<file path="config.mk">
export PLATFORM = sky130hd
export DESIGN_NAME = even_ones_gate
export DESIGN_NICKNAME = d
export VERILOG_FILES = /design/src/rtl/even_ones_gate.sv
export SDC_FILE = /design/constraint.sdc
export NUM_CORES = 1
export LEC_CHECK = 0
export BUFFER_PORTS_ARGS = -buffer_cell sky130_fd_sc_hd__buf_2
export CAP_MARGIN = 15
export CORE_MARGIN = 8
export CORE_UTILIZATION = 25
export CTS_BUF_LIST = sky130_fd_sc_hd__clkbuf_4 sky130_fd_sc_hd__clkbuf_8 sky130_fd_sc_hd__clkbuf_16
export DETAILED_ROUTE_END_ITERATION = 7
export SLEW_MARGIN = 0
export SYNTH_ARGS = -nofsm -noshare
export SYNTH_HDL_FRONTEND = slang
export SYNTH_SLANG_ARGS = --single-unit
</file>
<file path="constraint.sdc">
create_clock -name clk -period 4.3 [get_ports clk]
set_clock_uncertainty 0.15 [all_clocks]
set_input_delay 0.645 -clock clk [delete_from_list [all_inputs] [get_ports clk]]
set_output_delay 0.645 -clock clk [all_outputs]
set_load 0.01 [all_outputs]
</file>
<file path="src/rtl/even_ones_gate.sv">
module even_ones_gate #(
  parameter int WIN_W = 4,
  parameter logic [WIN_W-1:0] TARGET = 4'b0101
) (
  input  logic clk,
  input  logic rst,
  input  logic bit_in,
  input  logic bit_vld,
  output logic flag_out
);
  localparam int FILL_W = $clog2(WIN_W + 1);
  localparam logic [FILL_W-1:0] FILL_MAX = FILL_W'(WIN_W);

  logic [WIN_W-1:0]  win, win_n;
  logic [FILL_W-1:0] fill, fill_n;
  logic odd, odd_n;
  logic seen_one, seen_n;
  logic killed, killed_n;
  logic match_n;

  assign win_n    = {win[WIN_W-2:0], bit_in};
  assign fill_n   = (fill == FILL_MAX) ? fill : fill + FILL_W'(1);
  assign odd_n    = odd ^ bit_in;
  assign seen_n   = seen_one | bit_in;
  assign match_n  = (fill_n == FILL_MAX) && (win_n == TARGET);
  assign killed_n = killed | match_n;

  always_ff @(posedge clk) begin
    if (rst) begin
      win      <= '0;
      fill     <= '0;
      odd      <= 1'b0;
      seen_one <= 1'b0;
      killed   <= 1'b0;
      flag_out <= 1'b0;
    end else if (bit_vld) begin
      win      <= win_n;
      fill     <= fill_n;
      odd      <= odd_n;
      seen_one <= seen_n;
      killed   <= killed_n;
      flag_out <= !killed_n && seen_n && !odd_n;
    end
  end

  assert_reset_clear_R1: assert property (@(posedge clk) rst |=> !flag_out && !killed && !seen_one);
  assert_odd_low_R3:     assert property (@(posedge clk) disable iff (rst) odd |-> !flag_out);
  assert_no_ones_low_R4: assert property (@(posedge clk) disable iff (rst) !seen_one |-> !flag_out);
  assert_kill_low_R5:    assert property (@(posedge clk) disable iff (rst) killed |-> !flag_out);
  assert_idle_hold_R6:   assert property (@(posedge clk) disable iff (rst) !bit_vld |=> $stable(flag_out) && $stable(win));
  assert_fill_gate_R7:   assert property (@(posedge clk) disable iff (rst) (fill != FILL_MAX) |-> !killed);
endmodule

</file>
==> key figures <==
Timing
  • Final Hold Viols: 0
  • Worst slew pin tran: between 0.2 and 0.3 ns
  • RSZ-0062 raised after global routing: no
  • Fin crit share: approximately 46%
  • WHS: around 0.32 ns
  • Tmin final: about 2.0 ns
  • Max-slew violations: 0
  • Max Fclk: around 500 MHz
  • Setup violators final: 0
  • Final setup TNS: 0 ns
  • Slew headroom: between 80% and 90%

Power
  • Clock Power Share: 32.5%
  • Pwr/cell area: approximately 350 nW/µm²
  • Int Power: around 140 µW
  • Comb pwr share: between 10 and 15%
  • VDD IR max: ~0.15 mV
  • Flop pwr share: a little under three fifths
  • Switching share of total power: a little under a quarter
  • P_sw: roughly 43 µW
  • Total leakage power: around 0.0002 µW

Cells and area
  • Layout cell share with drive strength beyond 1: 18.2%
  • Fin nets: 63
  • Antenna cells: 0
  • Design Area, Final: 522 µm²
  • Final Non-Filler Cells: 80
  • Area delta synth->final: 13.9%
  • Filler cells: just over 200

Logic synthesis
  • Synth async-reset ratio: 0%
  • Ys flop type: dfxtp_1
  • Main area contributors after synthesis: dfxtp_1, mux2i_1, nor2_1
  • Top cell type's share of synthesized area: a little over two fifths
  • Post-synth EDFFs: 0
  • Top post-synthesis cells by count: dfxtp_1, nor2_1, inv_1
  • Cell Area, Synth: between 400 and 500 µm²
  • Post-Syn Nets: 56
  • Syn Area/Cell: 9.16 µm²
  • Mapped Cells: 50
  • Register area share after synthesis: 43.7%
  • Synth Register Bits: 10
  • Post-synth top area cell: dfxtp_1
  • Distinct cells, synth: 20
  • Synth warnings: 0
  • Count leader, synth: dfxtp_1

Setup path
  • Crit Path Max Fanout: 3
  • Arr. time, crit path: ~2 ns
  • CP max stage cell: or4b_1
  • CP required: around 4.3 ns
  • Critical path class: register to register
  • Critical Path Start Type: register
  • Cells along the critical path: inv_1, ha_1, nor4b_2, nand2_1, or4b_1, a21oi_1
  • Delay-heaviest family, CP: simple AND/OR/NAND/NOR gates
  • Critical path's largest stage delay: roughly 0.5 ns
  • CP Capture Type: register
  • Worst r2r src: fill[0]
  • Worst path buffer plus inverter count: 1
  • Terminus of the critical flop-to-flop path: killed
  • Reg2reg setup slack: about 2.3 ns
  • FF-to-FF path depth: 6

Floorplanning
  • Die Width: 58.8 µm
  • Die height: ~59 µm
  • Core area: about 1700 µm²
  • # IOs: 5
  • Die ar.: around 3500 µm²
  • Initial Util: roughly a quarter
  • Site Rows: 15

CTS
  • Inserted Clock Buffers: 3
  • Hold_buf cts: 0
  • Clk root buf: clkbuf_4
  • Clock transition at the registers of the reported paths: around 0.06 ns
  • Post-CTS sizing: 0
  • Post-CTS setup buffers: 0
  • Clock Sinks: 10
  • Worst skew pair latency: around 0.25 ns
  • CTS H-tree depth: 1
  • Clock Path Buffers: 2
  • CTS tree: built

Drt
  • WL/cell: slightly below 9 µm
  • Antenna violation net count after detailed routing: 0
  • Vias: between 300 and 400
  • Residual DRC: 0
  • WL final: a little over 700 µm
  • Initial drt markers: 4
  • Avg Vias per Cell: ~4.0
  • DRT Pass-1 Iters: 3

Global routing
  • Initial antenna violation count: 0
  • First-pass GRT wire length: between 1 and 1.5 mm
  • Vias in the first global route: between 200 and 300
  • Largest net degree at the start of global routing: 12
  • GRT Overall Usage: under 10%
  • GR Overflow Total: 0

Run status
  • Status: complete, no violations

Place
  • Placed Cells incl. Taps: just under 80
  • GPL Wtd Cong: slightly above 0.7
  • # port buffers: 4
  • Detailed placement HPWL: approximately 530 µm
  • Placed cell areas: 499 µm²

Min path
  • Endpoint, Worst Hold: killed
  • WHS Path Cells: 2
  • Tightest Hold Check Type: register to register
  • Min-Delay Startpoint: killed

Run
  • Max cap viols: 0
-- cells by family (layout without fill, tap and decap cells) --
kind of cell | Yosys count | after routing | synth area share (%)
and+or+nand+nor | 18 | 18 | 22.4
xor gates and xnor gates | 3 | 3 | 5.74
buffers and inverters | 7 | 12 | 6.28
AOI/OAI and AO/OA | 6 | 6 | 7.38
adders and majority gates | 2 | 2 | 5.46
DFF | 10 | 10 | 43.7
muxes | 4 | 4 | 9.02
-- worst max path at each step --
| stage | end | cells after the start | startpoint | slack, ns |
|---|---|---|---|---|
| 2_1_floorplan | killed | 6 | fill[0] | 2.45 |
| 3_3_place_gp | flag_out | 5 | bit_in | 2.33 |
| 3_5_place_dp | killed | 6 | fill[0] | 2.33 |
| 4_1_cts | killed | 6 | fill[0] | 2.31 |
| 5_1_grt | killed | 6 | fill[0] | 2.21 |
| 6_report | killed | 6 | fill[0] | 2.34 |
-- layer usage --
metal  vias up  GRT usage (%)  routed length [µm]
li1        180              -                   -
met5         -              0                   0
met2         8           6.39                 268
met3         0           5.00                  83
met4         0           1.02                   0
met1       128           4.93                 354
-- final cells by class --
cell class,count,area [µm²],share of cell area (%)
Clock buffer,3,22.5,4.32
Inverter,5,18.8,3.60
Multi-Input combinational cell,33,229,43.9
Sequential cell,10,200,38.4
Tap cell,25,31.3,6.00
Timing Repair Buffer,4,20.0,3.84
-- tightest hold or removal path, delay by kind of cell, from the launching register on --
kind | cells | cell delay (ns)
AOI/OAI and AO/OA | 1 | 0.06
DFF | 1 | 0.31
buffers and inverters | 1 | 0.05
-- layout by cell type, fill, tap and decap left out, drive strengths merged, types with 2 or more instances in the layout --
cell type  netlist  final
or4b             2      2
mux2i            3      3
xnor2            2      2
a21oi            4      4
buf              2      4
clkbuf           0      3
inv              5      5
nand2            4      4
dfxtp           10     10
nor2             7      7
ha               2      2
-- power groups by stage --
stage               Clock [µW]  Sequential [µW]  Combinational (µW)
floorplan                    0              103                18.7
global route              69.2              102                26.4
CTS                       64.4              101                23.2
detailed placement           0              103                23.1
global placement             0              103                23.0
finish                    59.8              101                22.8
-- stage by stage --
step           worst slack (ns)  total power, µW  util [%]
2_1_floorplan              2.45              121         -
3_3_place_gp               2.33              126      28.9
3_5_place_dp               2.33              126      28.9
4_1_cts                    2.31              189      30.2
5_1_grt                    2.21              198      30.2
6_report                   2.34              184      30.2
-- state kept, by name (all words and copies together) (netlist names) --
register / count
fill: 3
flag_out: 1
killed: 1
odd: 1
seen_one: 1
win: 3
(Power assumes the default switching activity.)
